[config.mk]
export PLATFORM = sky130hd
export DESIGN_NAME = period_timer
export DESIGN_NICKNAME = d
export VERILOG_FILES = /design/src/rtl/ptmr_pkg.sv /design/src/rtl/ptmr_front.sv /design/src/rtl/ptmr_prescale.sv /design/src/rtl/ptmr_count.sv /design/src/rtl/period_timer.sv
export SDC_FILE = /design/constraint.sdc
export NUM_CORES = 1
export LEC_CHECK = 0
export ABC_AREA = 1
export BUFFER_PORTS_ARGS = -buffer_cell sky130_fd_sc_hd__clkbuf_2
export CAP_MARGIN = 20
export CORE_MARGIN = 5
export CORE_UTILIZATION = 24
export CTS_CLUSTER_DIAMETER = 50
export CTS_CLUSTER_SIZE = 28
export DETAILED_ROUTE_END_ITERATION = 10
export HOLD_SLACK_MARGIN = 0.08
export SLEW_MARGIN = 5
export SYNTH_ARGS = -nofsm -noshare
export SYNTH_HDL_FRONTEND = slang
export SYNTH_SLANG_ARGS = --single-unit
[constraint.sdc]
create_clock -name clk -period 1.6 [get_ports clk]
set_input_delay 0.24 -clock clk [delete_from_list [all_inputs] [get_ports clk]]
set_output_delay 0.24 -clock clk [all_outputs]
set_load 0.02 [all_outputs]
[src/rtl/ptmr_pkg.sv]
package ptmr_pkg;

    typedef enum logic [1:0] {
        A_COUNT  = 2'd0,
        A_PERIOD = 2'd1,
        A_CTRL   = 2'd2,
        A_STATUS = 2'd3
    } reg_addr_e;

    typedef struct packed {
        logic       on;
        logic       stop_idle;
        logic       gate_en;
        logic [1:0] ps_sel;
        logic       ext_sync;
        logic       ext_src;
    } ctrl_t;

    localparam int unsigned CTRL_W = 16;

    function automatic logic [CTRL_W-1:0] pack_ctrl(input ctrl_t c);
        return {c.on, 1'b0, c.stop_idle, 6'b0, c.gate_en, c.ps_sel,
                1'b0, c.ext_sync, c.ext_src, 1'b0};
    endfunction

    function automatic int unsigned ps_ratio(input logic [1:0] sel);
        case (sel)
            2'b00:   return 1;
            2'b01:   return 8;
            2'b10:   return 64;
            default: return 256;
        endcase
    endfunction

endpackage

[src/rtl/ptmr_front.sv]
module ptmr_front #(
    parameter int SYNC_STAGES = 2
) (
    input  logic clk,
    input  logic rst,
    input  logic pin,
    input  logic ext_src,
    input  logic ext_sync,
    input  logic gate_en,
    output logic src_pulse,
    output logic gate_fall
);
    logic [SYNC_STAGES:0] chain_q;
    logic                 cap_q;
    logic                 cap_d_q;
    logic                 level;
    logic                 level_prev;
    logic                 use_gate;

    genvar gi;
    generate
        for (gi = 0; gi <= SYNC_STAGES; gi++) begin : g_stage
            if (gi == 0) begin : g_first
                always_ff @(posedge clk) begin
                    if (rst) chain_q[0] <= 1'b0;
                    else     chain_q[0] <= pin;
                end
            end else begin : g_next
                always_ff @(posedge clk) begin
                    if (rst) chain_q[gi] <= 1'b0;
                    else     chain_q[gi] <= chain_q[gi-1];
                end
            end
        end
    endgenerate

    always_ff @(posedge clk) begin
        if (rst) begin
            cap_q   <= 1'b0;
            cap_d_q <= 1'b0;
        end else begin
            cap_q   <= pin;
            cap_d_q <= cap_q;
        end
    end

    assign level      = chain_q[SYNC_STAGES-1];
    assign level_prev = chain_q[SYNC_STAGES];
    assign use_gate   = gate_en & ~ext_src;

    always_comb begin
        if (ext_src)       src_pulse = ext_sync ? (level & ~level_prev) : (cap_q & ~cap_d_q);
        else if (use_gate) src_pulse = level;
        else               src_pulse = 1'b1;
    end

    assign gate_fall = use_gate & level_prev & ~level;

endmodule

[src/rtl/ptmr_prescale.sv]
module ptmr_prescale #(
    parameter int PS_W = 8
) (
    input  logic            clk,
    input  logic            rst,
    input  logic            clr,
    input  logic            src,
    input  logic            run,
    input  logic [1:0]      sel,
    output logic            tick,
    output logic [PS_W-1:0] ps_cnt
);
    import ptmr_pkg::*;

    logic [PS_W-1:0] last_val;
    logic            at_last;

    assign last_val = PS_W'(ps_ratio(sel) - 1);
    assign at_last  = (ps_cnt == last_val);
    assign tick     = src & run & at_last;

    always_ff @(posedge clk) begin
        if (rst || clr)     ps_cnt <= '0;
        else if (src && run) ps_cnt <= at_last ? '0 : ps_cnt + 1'b1;
    end

endmodule

[src/rtl/ptmr_count.sv]
module ptmr_count #(
    parameter int DW = 16
) (
    input  logic          clk,
    input  logic          rst,
    input  logic          tick,
    input  logic          wr_cnt,
    input  logic [DW-1:0] wr_val,
    input  logic [DW-1:0] period,
    output logic [DW-1:0] count,
    output logic          match_evt
);
    logic at_period;

    assign at_period = (count == period);
    assign match_evt = tick & at_period & ~wr_cnt;

    always_ff @(posedge clk) begin
        if (rst)         count <= '0;
        else if (wr_cnt) count <= wr_val;
        else if (tick)   count <= at_period ? '0 : count + 1'b1;
    end

endmodule

[src/rtl/period_timer.sv]
module period_timer #(
    parameter int DW          = 16,
    parameter int PS_W        = 8,
    parameter int SYNC_STAGES = 2
) (
    input  logic          clk,
    input  logic          rst,
    input  logic          wr_en,
    input  logic [1:0]    wr_addr,
    input  logic [DW-1:0] wr_data,
    input  logic [1:0]    rd_addr,
    output logic [DW-1:0] rd_data,
    input  logic          ext_pin,
    input  logic          idle,
    output logic          irq
);
    import ptmr_pkg::*;

    localparam logic [DW-1:0] PERIOD_RST = '1;

    ctrl_t           ctrl_q;
    logic [DW-1:0]   period_q;
    logic [DW-1:0]   count_q;
    logic            flag_q;
    logic            ie_q;
    logic            wr_cnt, wr_per, wr_ctl, wr_irq;
    logic            run;
    logic            src_pulse, gate_fall, tick, match_evt, set_evt;
    logic [PS_W-1:0] ps_cnt;

    assign wr_cnt = wr_en && (wr_addr == A_COUNT);
    assign wr_per = wr_en && (wr_addr == A_PERIOD);
    assign wr_ctl = wr_en && (wr_addr == A_CTRL);
    assign wr_irq = wr_en && (wr_addr == A_STATUS);

    assign run = ctrl_q.on & ~(ctrl_q.stop_idle & idle);

    always_ff @(posedge clk) begin
        if (rst) begin
            ctrl_q   <= '0;
            period_q <= PERIOD_RST;
            ie_q     <= 1'b0;
        end else begin
            if (wr_ctl) begin
                ctrl_q.on        <= wr_data[15];
                ctrl_q.stop_idle <= wr_data[13];
                ctrl_q.gate_en   <= wr_data[6];
                ctrl_q.ps_sel    <= wr_data[5:4];
                ctrl_q.ext_sync  <= wr_data[2];
                ctrl_q.ext_src   <= wr_data[1];
            end
            if (wr_per) period_q <= wr_data;
            if (wr_irq) ie_q     <= wr_data[1];
        end
    end

    ptmr_front #(.SYNC_STAGES(SYNC_STAGES)) u_front (
        .clk       (clk),
        .rst       (rst),
        .pin       (ext_pin),
        .ext_src   (ctrl_q.ext_src),
        .ext_sync  (ctrl_q.ext_sync),
        .gate_en   (ctrl_q.gate_en),
        .src_pulse (src_pulse),
        .gate_fall (gate_fall)
    );

    ptmr_prescale #(.PS_W(PS_W)) u_pre (
        .clk    (clk),
        .rst    (rst),
        .clr    (wr_cnt | wr_ctl),
        .src    (src_pulse),
        .run    (run),
        .sel    (ctrl_q.ps_sel),
        .tick   (tick),
        .ps_cnt (ps_cnt)
    );

    ptmr_count #(.DW(DW)) u_cnt (
        .clk       (clk),
        .rst       (rst),
        .tick      (tick),
        .wr_cnt    (wr_cnt),
        .wr_val    (wr_data),
        .period    (period_q),
        .count     (count_q),
        .match_evt (match_evt)
    );

    assign set_evt = match_evt | (gate_fall & run);

    always_ff @(posedge clk) begin
        if (rst)                      flag_q <= 1'b0;
        else if (set_evt)             flag_q <= 1'b1;
        else if (wr_irq && wr_data[0]) flag_q <= 1'b0;
    end

    assign irq = flag_q & ie_q;

    always_comb begin
        case (rd_addr)
            A_COUNT:  rd_data = count_q;
            A_PERIOD: rd_data = period_q;
            A_CTRL:   rd_data = DW'(pack_ctrl(ctrl_q));
            default:  rd_data = {{(DW-2){1'b0}}, ie_q, flag_q};
        endcase
    end

endmodule

; ---- Yosys cells after proc, flatten, opt, wreduce, memory -nomap -nowiden
; Cells that the tools add are included.
[word_totals]
word_cells = 69
reg_bits = 52
output_inout_bits = 17
[classes]
n_eq_ne = 9
n_mux = 11
n_reduce_logical = 12
bitwise = 20
n_addsub = 3
[op_table]
columns = op, count
row1 = $mux W16, 3
row2 = $pmux W16 S3, 1
row3 = $pmux W7 S3, 1
row4 = $add A16 B1 Y16 const B, 1
row5 = $eq A16 B16 Y1, 1
row6 = $and A1 B1 Y1, 13
row7 = $add A8 B1 Y8 const B, 1
row8 = $eq A2 B2 Y1 const B, 4
row9 = $eq A8 B8 Y1, 1
row10 = $mux W8, 1
row11 = $sub A8 B1 Y8 const B, 1
row12 = $eq A2 B1 Y1 const B, 3
row13 = $logic_and A1 B1 Y1, 6
row14 = $logic_not A2 Y1, 3
row15 = $mux W1, 5
row16 = $not A1 Y1, 5
row17 = $reduce_bool A2 Y1, 2
row18 = $or A1 B1 Y1, 2
row19 = $logic_or A1 B1 Y1, 1

; ---- Longest topological paths before layout
; Gate-level depths: netlist (run 1).
[logic_depth]
word_depth = 10
depth_mapped = 12
ltp_nobuf = 11

; ---- Modules after synthesis
; A second synthesis (run 1) with hierarchy kept.
[unflattened]
hier_cells = 487
hier_area_um2 = 3133.0
[modules_own_cells]
columns = mod, area_per_inst_um2, cells_each, instances
row1 = ptmr_count, 1316.3, 221, 1
row2 = period_timer, 1184.9, 173, 1
row3 = ptmr_prescale, 491.7, 73, 1
row4 = ptmr_front, 140.1, 20, 1

; ---- Least setup slack after synthesis (run 1)
; Ideal clock, no wire load.
[synth_timing]
path_type = input to output
startpoint = in rd_addr[0]
endpoint = out rd_data[0]
arrival_ns = 1.257
stages = 4
t_required_ns = 1.360
setup_slack_ns = 0.103
path_cell_list = inv_1 -> nor2_1 -> clkinv_1 -> o221ai_1
[synth_via]
elab_chain_cells = 2
word_cells_on_any_way = 4
classes_between = 2 x eq/ne / 1 x mux / 1 x reduce/logical
[synth_rtl]
columns = item, line_no
row1 = "start, declared", period_timer.sv:11  ; input logic [1:0] rd_addr,
row2 = $eq A2 B2 Y1 (tied with other cells), period_timer.sv:101  ; case (rd_addr)
row3 = $pmux W16 S3 (*), period_timer.sv:101
row4 = "end, declared", period_timer.sv:12  ; output logic [DW-1:0] rd_data,
; Mark *: on every way between the ends. The rest lies on a longest branch, timed or not.

; ---- Worst setup path after layout (run 1)
[layout_timing]
startpoint = in rd_addr[0]
endpoint = out rd_data[9]
; The elaborated chain is that of the path after synthesis.

==> results of run 1 <==
cell usage in the layout (no fill, tap or decap), types with 3 or more instances in the layout:
| master | Yosys | layout |
|---|---|---|
| nand3_1 | 30 | 30 |
| dfxtp_2 | 0 | 6 |
| o211ai_1 | 16 | 16 |
| nor2_2 | 3 | 10 |
| nand4_1 | 22 | 22 |
| a21oi_1 | 29 | 29 |
| inv_1 | 83 | 82 |
| buf_4 | 0 | 38 |
| o21ai_0 | 10 | 9 |
| inv_2 | 2 | 3 |
| o221ai_1 | 7 | 5 |
| dfxtp_1 | 52 | 46 |
| nor2_1 | 50 | 42 |
| clkbuf_2 | 0 | 39 |
| o22ai_1 | 9 | 8 |
| nor3_1 | 5 | 5 |
| nand2_2 | 4 | 4 |
| nand2_1 | 161 | 160 |
| clkbuf_16 | 0 | 5 |
| xor2_1 | 7 | 7 |
where the power goes:
part,internal (mW),switching (mW),leakage (nW)
sequential,1.35,0.0389,0.427
combinational,0.189,0.323,1.37
clock,0.826,0.524,0.0901
what timing repair did:
action / 4_1_cts / 5_1_grt
pin swaps: 0 / 2
endpoints found under the hold margin: 0 / 0
buffers inserted: 0 / 0
setup endpoints to repair: 3 / 29
gates cloned: 0 / 0
resized for setup: 3 / 23
Yosys cell counts (2+ instances only):
cell type,count
inv_1,83
nor3b_1,2
a21oi_1,29
nand2_2,4
o21ai_0,10
o22ai_1,9
nor2_1,50
o221ai_1,7
clkbuf_1,9
nor3_2,2
clkinv_1,2
nor2_2,3
nand2_1,161
o211ai_1,16
dfxtp_1,52
ha_1,2
nand4_1,22
nor3_1,5
nand3_1,30
xor2_1,7
inv_2,2
buf_6,3
cell families (layout without fill, tap and decap cells):
logic type	count (synthesis)	after routing	share of synthesized area [%]
simple gates	284	284	37.9
buf+inv	104	174	13.4
compound gates	74	74	14.1
flops	52	52	32.0
xor+xnor	7	7	1.89
fa+ha+maj	2	2	0.770
how the worst max path moves through the flow:
| stage | endpoint | slack, ps | cells past startpoint |
|---|---|---|---|
| 2_1_floorplan | rd_data[0] | 100 | 4 |
| 3_3_place_gp | rd_data[9] | -10 | 7 |
| 3_5_place_dp | rd_data[9] | -3 | 7 |
| 4_1_cts | u_cnt.count[5] | 0.2 | 9 |
| 5_1_grt | u_cnt.count[1] | -20 | 9 |
| 6_report | rd_data[9] | 70 | 7 |
flip-flops by register name (all words and copies together) (netlist names):
register	count
u_cnt.count	16
u_pre.ps_cnt	8
u_front.level	1
ctrl_q	7
u_front.level_prev	1
flag_q	1
u_front.cap_q	1
ie_q	1
period_q	16
per-layer routing:
| layer | vias up | track usage, % |
|---|---|---|
| li1 | 1825 | - |
| met1 | 1550 | 17.4 |
| met2 | 75 | 20.0 |
| met3 | 8 | 2.73 |
| met4 | 0 | 2.78 |
| met5 | - | 0 |
area by class of cell:
| cell class | instances | share of cell area, % |
|---|---|---|
| clock inverters | 1 | 0.730 |
| clock buffers | 7 | 3.71 |
| multi-input cells | 367 | 44.4 |
| flip-flops and latches | 52 | 25.5 |
| inverters | 88 | 8.18 |
| well taps | 176 | 5.35 |
| repair buffers | 78 | 12.2 |
per-stage QoR:
stage / cells / setup slack, ps / cell area [um2] / total power, mW
2_1_floorplan: 523 / 103 / 3250 / 1.71
3_3_place_gp: 761 / -10.2 / 3870 / 1.91
3_5_place_dp: 761 / -3.27 / 3870 / 1.91
4_1_cts: 769 / 0.172 / 4060 / 3.26
5_1_grt: 769 / -19.1 / 4110 / 3.41
6_report: 769 / 74.8 / 4110 / 3.25
critical path, delay by kind of cell:
kind | cells | cell delay, ps
compound gates | 1 | 180
buf+inv | 5 | 740
simple gates | 1 | 130
==> impl_metrics.env, run 1 <==
export IMPL_grt_max_degree=33
export IMPL_routedLengthMet1_um=4930
export IMPL_setup_tns_final_ps=0
export IMPL_whs_ps=131
export IMPL_min_path_cells=3
export IMPL_die_w_um=126
export IMPL_grt_use_total_pct=12.5
export IMPL_utilization_pct=31.1
export IMPL_max_slew_margin_pct=75.2
export IMPL_clk_latency_ps=300
export IMPL_hold_viol_final=0
export IMPL_cts_hold_buf=0
export IMPL_hp_class="input port to flip-flop"
export IMPL_path_class="input port to output port"
export IMPL_cts_buffers=5
export IMPL_yosysTopAreaCell="dfxtp_1"
export IMPL_power_density_mw_per_mm2=789
export IMPL_synth_cells=523
export IMPL_drive_gt1_share_pct=20.6
export IMPL_grt_pass1_wl_um=16300
export IMPL_met3_length_um=465
export IMPL_max_cap_violations=0
export IMPL_finClkSkew_ps=7.11
export IMPL_gp_congestion=0.800
export IMPL_antenna_found_initial=0
export IMPL_synth_edf_count=0
export IMPL_yosysWarningCount=0
export IMPL_port_buffers=41
export IMPL_synth_seq_cells=52
export IMPL_clock_sinks=52
export IMPL_period_minus_slack_ps=1530
export IMPL_rr_worst_depth=9
export IMPL_netlist_area_mm2=0.00325
export IMPL_io_pins=42
export IMPL_worstPathArrival_ps=1290
export IMPL_finalWirelength_um=10000
export IMPL_dr_pass1_iters=4
export IMPL_max_freq_mhz=656
export IMPL_synth_flop_cell="dfxtp_1"
export IMPL_nets=619
export IMPL_grt_pass1_vias=3177
export IMPL_via_per_inst=4.50
export IMPL_grt_overflow=0
export IMPL_finalSetupViolCount=0
export IMPL_r2r_end="flag_q"
export IMPL_yosysSeqAreaShare_pct=32.0
export IMPL_dp_hpwl_um=7470
export IMPL_synthDistinctLibCells=35
export IMPL_die_y_um=126
export IMPL_worstMarginPinSlew_ps=372
export IMPL_cp_max_fo=7
export IMPL_slowest_stage="clkbuf_2"
export IMPL_rows=42
export IMPL_area_delta_synth_final_pct=26.6
export IMPL_fin_crit_sh_pct=95.3
export IMPL_critPathLaunch="rd_addr[0]"
export IMPL_p_leak_nw=1.89
export IMPL_maxSlewViolCount=0
export IMPL_top_layer="met4"
export IMPL_fillCellCount=1536
export IMPL_critical_path_max_stage_delay_ps=220
export IMPL_cp_common_cell="clkbuf_2"
export IMPL_synth_area_leaders="dfxtp_1, nand2_1, inv_1"
export IMPL_htree_levels=2
export IMPL_hold_end="u_front.cap_q"
export IMPL_clk_pin_slew_ps=70
export IMPL_vias=3458
export IMPL_die_area_mm2=0.0160
export IMPL_tritoncts="built"
export IMPL_routedWlPerCell_um=13.0
export IMPL_crit_chain="clkbuf_2 > inv_1 > nor2_2 > clkinv_2 > buf_4 > o22ai_1 > clkbuf_2"
export IMPL_root_buffer="clkbuf_16"
export IMPL_peakVddDrop_v=0.000407
export IMPL_synth_top_cell_area_share_pct=32.0
export IMPL_drt_iter0_markers=202
export IMPL_outcome="complete, no violations"
export IMPL_async_reset_ff_share_pct=0
export IMPL_critPathLaunchType="input port"
export IMPL_antenna_left=0
export IMPL_avgSynthCellArea_um2=6.21
export IMPL_hp_start="ext_pin"
export IMPL_dr_wl_met2_um=4530
export IMPL_syn_num_nets=550
export IMPL_required_ps=1360
export IMPL_r2r_setup_slack_ps=120
export IMPL_seq_area_mm2=0.00105
export IMPL_endpoint_kind="output port"
export IMPL_core_mm2=0.0132
export IMPL_start_util_pct=24.5
export IMPL_rr_startpoint="u_pre.ps_cnt[4]"
export IMPL_multi_input_area_mm2=0.00182
export IMPL_drc=0
export IMPL_clk_path_buf_depth=2
export IMPL_n_antenna_cell=0
Power figures use the tool's default switching activity.
==> run 2, diff against run 1 <==
--- a/config.mk
+++ b/config.mk
@@ -14,6 +14,7 @@
 export CTS_CLUSTER_SIZE = 28
 export DETAILED_ROUTE_END_ITERATION = 10
 export HOLD_SLACK_MARGIN = 0.08
+export REMOVE_ABC_BUFFERS = 1
 export SLEW_MARGIN = 5
 export SYNTH_ARGS = -nofsm -noshare
 export SYNTH_HDL_FRONTEND = slang
==> run 2 against run 1 <==
Power shrank 2.1%. Register-to-register slack lost 20 ps. Combinational power grew 4%. Wire length shrank 0.99%. Global-route usage shrank 0.25 points. Flip-flop and latch count is the same. Worst hold slack lost 2.7 ps. Largest cell class unchanged. Critical path depth shrank 3. Fmax shrank 1.5%. Sequential share of layout area shrank 0.26 points. Sequential power is essentially flat. Critical path type is now flip-flop to output port. Cell area grew 1.6%. Highest routed layer unchanged.
==> impl_metrics.env, run 2 (synthesis gave the netlist of run 1 again) <==
export IMPL_r2r_end="flag_q"
export IMPL_grt_use_total_pct=12.3
export IMPL_grt_max_degree=34
export IMPL_dpl_cell_area_mm2=0.00390
export IMPL_outcome="complete, no violations"
export IMPL_endpoint_kind="output port"
export IMPL_tritoncts="built"
export IMPL_grt_overflow=0
export IMPL_peakVddDrop_v=0.000390
export IMPL_die_y_um=126
export IMPL_grt_pass1_wl_um=16000
export IMPL_hp_class="input port to flip-flop"
export IMPL_grt_pass1_vias=3153
export IMPL_required_ps=1360
export IMPL_rr_startpoint="u_pre.ps_cnt[3]"
export IMPL_critPathLaunchType="flip-flop"
export IMPL_clk_latency_ps=300
export IMPL_io_pins=42
export IMPL_dr_pass1_iters=4
export IMPL_cp_max_fo=4
export IMPL_antenna_left=0
export IMPL_rows=42
export IMPL_period_minus_slack_ps=1550
export IMPL_die_area_mm2=0.0160
export IMPL_busiest_layer="met2"
export IMPL_final_area_mm2=0.00418
export IMPL_worstMarginPinSlew_ps=368
export IMPL_top_regs="period_q x16, u_cnt.count x16, u_pre.ps_cnt x8"
export IMPL_vias=3448
export IMPL_drc=0
export IMPL_finalSetupViolCount=0
export IMPL_via_per_inst=4.45
export IMPL_htree_levels=2
export IMPL_max_slew_margin_pct=75.4
export IMPL_globalRouteMet3Util_pct=2.40
export IMPL_dp_slack_ps=57.1
export IMPL_fin_ws_ps=51.0
export IMPL_port_buffers=41
export IMPL_dp_hpwl_um=7420
export IMPL_stdcell_count=775
export IMPL_antenna_found_initial=0
export IMPL_root_buffer="clkbuf_16"
export IMPL_hold_viol_final=0
export IMPL_layout_common_cells="nand2_1, inv_1, nor2_1"
export IMPL_path_class="flip-flop to output port"
export IMPL_routedWlPerCell_um=12.8
export IMPL_grt_util_met2_pct=19.7
export IMPL_nets=625
export IMPL_worstPathArrival_ps=1310
export IMPL_clk_path_buf_depth=2
export IMPL_dpl_cell_count=764
export IMPL_power_density_mw_per_mm2=761
export IMPL_max_cap_violations=0
export IMPL_rr_worst_depth=9
export IMPL_drt_iter0_markers=258
export IMPL_cts_buffers=5
export IMPL_p_leak_nw=1.92
export IMPL_finalWirelength_um=9930
export IMPL_area_delta_synth_final_pct=28.7
export IMPL_clock_sinks=52
export IMPL_n_antenna_cell=0
export IMPL_grtUsageMet1_pct=17.2
export IMPL_final_common_cell="nand2_1"
export IMPL_fin_crit_sh_pct=96.8
export IMPL_max_freq_mhz=646
export IMPL_min_path_cells=3
export IMPL_hp_start="ext_pin"
export IMPL_hold_end="u_front.cap_q"
export IMPL_clk_pin_slew_ps=70
export IMPL_finClkSkew_ps=6.66
export IMPL_rsz0062_at_grt="yes"
export IMPL_drive_gt1_share_pct=21.5
export IMPL_core_mm2=0.0132
export IMPL_gp_congestion=0.838
export IMPL_maxSlewViolCount=0
export IMPL_die_w_um=126
export IMPL_r2r_setup_slack_ps=100
export IMPL_start_util_pct=24.5
export IMPL_utilization_pct=31.6
[run 2: timing repair]
action | in CTS | in global routing
hold buffers | 0 | 0
setup buffers | 0 | 2
gates resized for setup | 0 | 28
setup endpoints to repair | 0 | 22
[run 2: layout make-up]
| type | instances | area, um2 |
|---|---|---|
| clock buffer | 5 | 125 |
| tap | 176 | 220 |
| fill | 1492 | 9060 |
| inverter | 88 | 338 |
| multi-input combinational | 367 | 1830 |
| sequential | 52 | 1050 |
| clock inverter | 3 | 42.5 |
| timing repair buffer | 84 | 573 |
[run 2: worst max-delay path by stage]
stage                     cells past startpoint               to       startpoint  slack, ps
after global placement                        9   u_cnt.count[4]   u_cnt.count[8]         40
after CTS                                     4      rd_data[13]  u_cnt.count[13]         20
final                                         4      rd_data[10]  u_cnt.count[10]         50
after global routing                          8  u_pre.ps_cnt[2]        ctrl_q[4]        -10
after floorplan                               8  u_cnt.count[10]       wr_addr[0]         -1
after detailed placement                      9   u_cnt.count[4]  u_cnt.count[15]         60
[run 2: metrics by stage]
stage | setup TNS (ps) | power, mW | hold WS, ps
floorplan | -17.1 | 1.69 | 309
global placement | 0 | 1.92 | 411
detailed placement | 0 | 1.92 | 418
CTS | 0 | 3.19 | 126
global route | -22.4 | 3.33 | 141
finish | 0 | 3.18 | 128
[run 2: worst max-delay path, cell delays in order (launching register included)]
cell	delay [ps]
dfxtp_1	380
inv_1	70
buf_4	130
o22ai_1	220
clkbuf_2	210
[run 2: where the power goes]
| part | leakage (nW) | internal [mW] | switching (mW) |
|---|---|---|---|
| Clock | 0.0798 | 0.737 | 0.531 |
| Sequential | 0.429 | 1.35 | 0.0358 |
| Combinational | 1.41 | 0.201 | 0.329 |
| Total | 1.92 | 2.28 | 0.896 |
[run 2: layer usage]
layer / routed length, um / share of wire (%)
met1: 4970 / 50
met2: 4460 / 45
met3: 419 / 4.2
met4: 85 / 0.86
met5: 0 / 0
==> run 3, diff against run 2 <==
--- a/config.mk
+++ b/config.mk
@@ -9,7 +9,7 @@
 export BUFFER_PORTS_ARGS = -buffer_cell sky130_fd_sc_hd__clkbuf_2
 export CAP_MARGIN = 20
 export CORE_MARGIN = 5
-export CORE_UTILIZATION = 24
+export CORE_UTILIZATION = 29
 export CTS_CLUSTER_DIAMETER = 50
 export CTS_CLUSTER_SIZE = 28
 export DETAILED_ROUTE_END_ITERATION = 10
==> run 3 against run 2 <==
Via count grew 2.5%. Cell area shrank 1.4%. Worst hold slack lost 23 ps. Sequential share of layout area grew 0.53 points. Cell count shrank 4.8%. Critical endpoint is now rd_data[0]. Die area shrank 16%.
==> impl_metrics.env, run 3 (synthesis gave the netlist of run 1 again) <==
export IMPL_maxSlewViolCount=0
export IMPL_rsz0062_at_grt="yes"
export IMPL_dp_hpwl_um=7490
export IMPL_worstPathArrival_ps=1300
export IMPL_rows=38
export IMPL_cts_hold_buf=0
export IMPL_area_delta_synth_final_pct=26.9
export IMPL_grt_overflow=0
export IMPL_power_density_mw_per_mm2=696
export IMPL_hp_class="input port to flip-flop"
export IMPL_drt_iter0_markers=262
export IMPL_grt_use_total_pct=15.4
export IMPL_grt_pass1_vias=3441
export IMPL_clk_path_buf_depth=2
export IMPL_gp_congestion=0.863
export IMPL_cp_max_fo=5
export IMPL_peakVddDrop_v=0.000389
export IMPL_finalWirelength_um=9960
export IMPL_antenna_found_initial=0
export IMPL_utilization_pct=37.9
export IMPL_htree_levels=2
export IMPL_drive_gt1_share_pct=22.6
export IMPL_final_common_cell="nand2_1"
export IMPL_fin_total_pwr_mw=2.87
export IMPL_dpl_cell_count=729
export IMPL_vias=3535
export IMPL_r2r_setup_slack_ps=90
export IMPL_clock_sinks=52
export IMPL_drc=0
export IMPL_critPathLaunch="u_cnt.count[0]"
export IMPL_die_area_mm2=0.0134
export IMPL_whs_ps=105
export IMPL_setup_tns_final_ps=0
export IMPL_stdcell_count=738
export IMPL_die_w_um=116
export IMPL_tritoncts="built"
export IMPL_cp_endpoint="rd_data[0]"
export IMPL_finalSetupViolCount=0
export IMPL_grt_pass1_wl_um=16600
export IMPL_nets=624
export IMPL_finClkSkew_ps=6.67
export IMPL_start_util_pct=29.8
export IMPL_rr_startpoint="ctrl_q[5]"
export IMPL_fin_crit_sh_pct=96.1
export IMPL_core_mm2=0.0109
export IMPL_endpoint_kind="output port"
export IMPL_clk_pin_slew_ps=100
export IMPL_fillCellCount=1182
export IMPL_required_ps=1360
export IMPL_dpl_cell_area_mm2=0.00389
export IMPL_dr_pass1_iters=5
export IMPL_max_cap_violations=0
export IMPL_rr_worst_depth=8
export IMPL_routedWlPerCell_um=13.5
export IMPL_path_class="flip-flop to output port"
export IMPL_layout_common_cells="nand2_1, inv_1, nor2_1, buf_4, dfxtp_1"
export IMPL_io_pins=42
export IMPL_grt_max_degree=34
export IMPL_fin_ws_ps=62.1
export IMPL_outcome="complete, no violations"
export IMPL_dp_slack_ps=44.9
export IMPL_worstMarginPinSlew_ps=361
export IMPL_die_y_um=116
export IMPL_via_per_inst=4.79
export IMPL_port_buffers=41
export IMPL_p_leak_nw=1.94
export IMPL_period_minus_slack_ps=1540
export IMPL_max_slew_margin_pct=75.9
export IMPL_final_area_mm2=0.00412
export IMPL_antenna_left=0
export IMPL_max_freq_mhz=650
export IMPL_r2r_end="u_pre.ps_cnt[5]"
export IMPL_cts_buffers=5
export IMPL_critPathLaunchType="flip-flop"
export IMPL_root_buffer="clkbuf_8"
export IMPL_hold_viol_final=0
export IMPL_clk_latency_ps=310
export IMPL_top_regs="period_q x16, u_cnt.count x16, u_pre.ps_cnt x8"
export IMPL_n_antenna_cell=0
[run 3: cell types whose count changed in the layout (fill, tap and decap cells not counted), moves of 5 or more]
cell / previous run / this run
clkbuf_16: 6 / 0
dfxtp_1: 43 / 37
dfxtp_2: 8 / 14
clkbuf_8: 0 / 5
[run 3: worst min-delay path by stage]
stage                        from  depth (start not counted)            end  slack, ps
floorplan                     rst                          1         flag_q        310
global placement    u_front.cap_q                          2  u_front.level        410
detailed placement  u_front.cap_q                          2  u_front.level        420
CTS                       ext_pin                          3  u_front.cap_q        100
global route              ext_pin                          3  u_front.cap_q        120
finish                    ext_pin                          3  u_front.cap_q        110
[run 3: timing repair]
item                       in CTS  in global routing
gates resized for setup         5                 44
setup buffers                   0                  1
setup endpoints to repair       3                 28
gates cloned                    0                  0
pin swaps                       0                  3
[run 3: area by class of cell]
class	instances	area (um2)	share of cell area (%)
Inverter	88	340	8.25
Timing Repair Buffer	83	586	14.2
Clock inverter	2	38.8	0.941
Tap cell	140	175	4.25
Clock buffer	6	72.6	1.76
Sequential cell	52	1060	25.8
Multi-Input combinational cell	367	1850	44.8
[run 3: routing by layer]
metal / vias up / routed length, um / GRT usage (%)
li1: 1834 / - / -
met4: 0 / 100 / 3.40
met2: 81 / 4780 / 26.2
met5: - / 0 / 0
met3: 13 / 423 / 2.56
met1: 1607 / 4660 / 20.6
[run 3: worst max-delay path: stages (launching register included)]
cell and delay [ps]:
dfxtp_2 380, inv_1 100, o221ai_1 290, buf_4 210
[run 3: power by group]
| part | total (mW) | internal [mW] | switching (mW) |
|---|---|---|---|
| sequential | 1.39 | 1.35 | 0.0404 |
| combinational | 0.534 | 0.208 | 0.325 |
| clock | 0.951 | 0.474 | 0.477 |
| total | 2.87 | 2.03 | 0.842 |
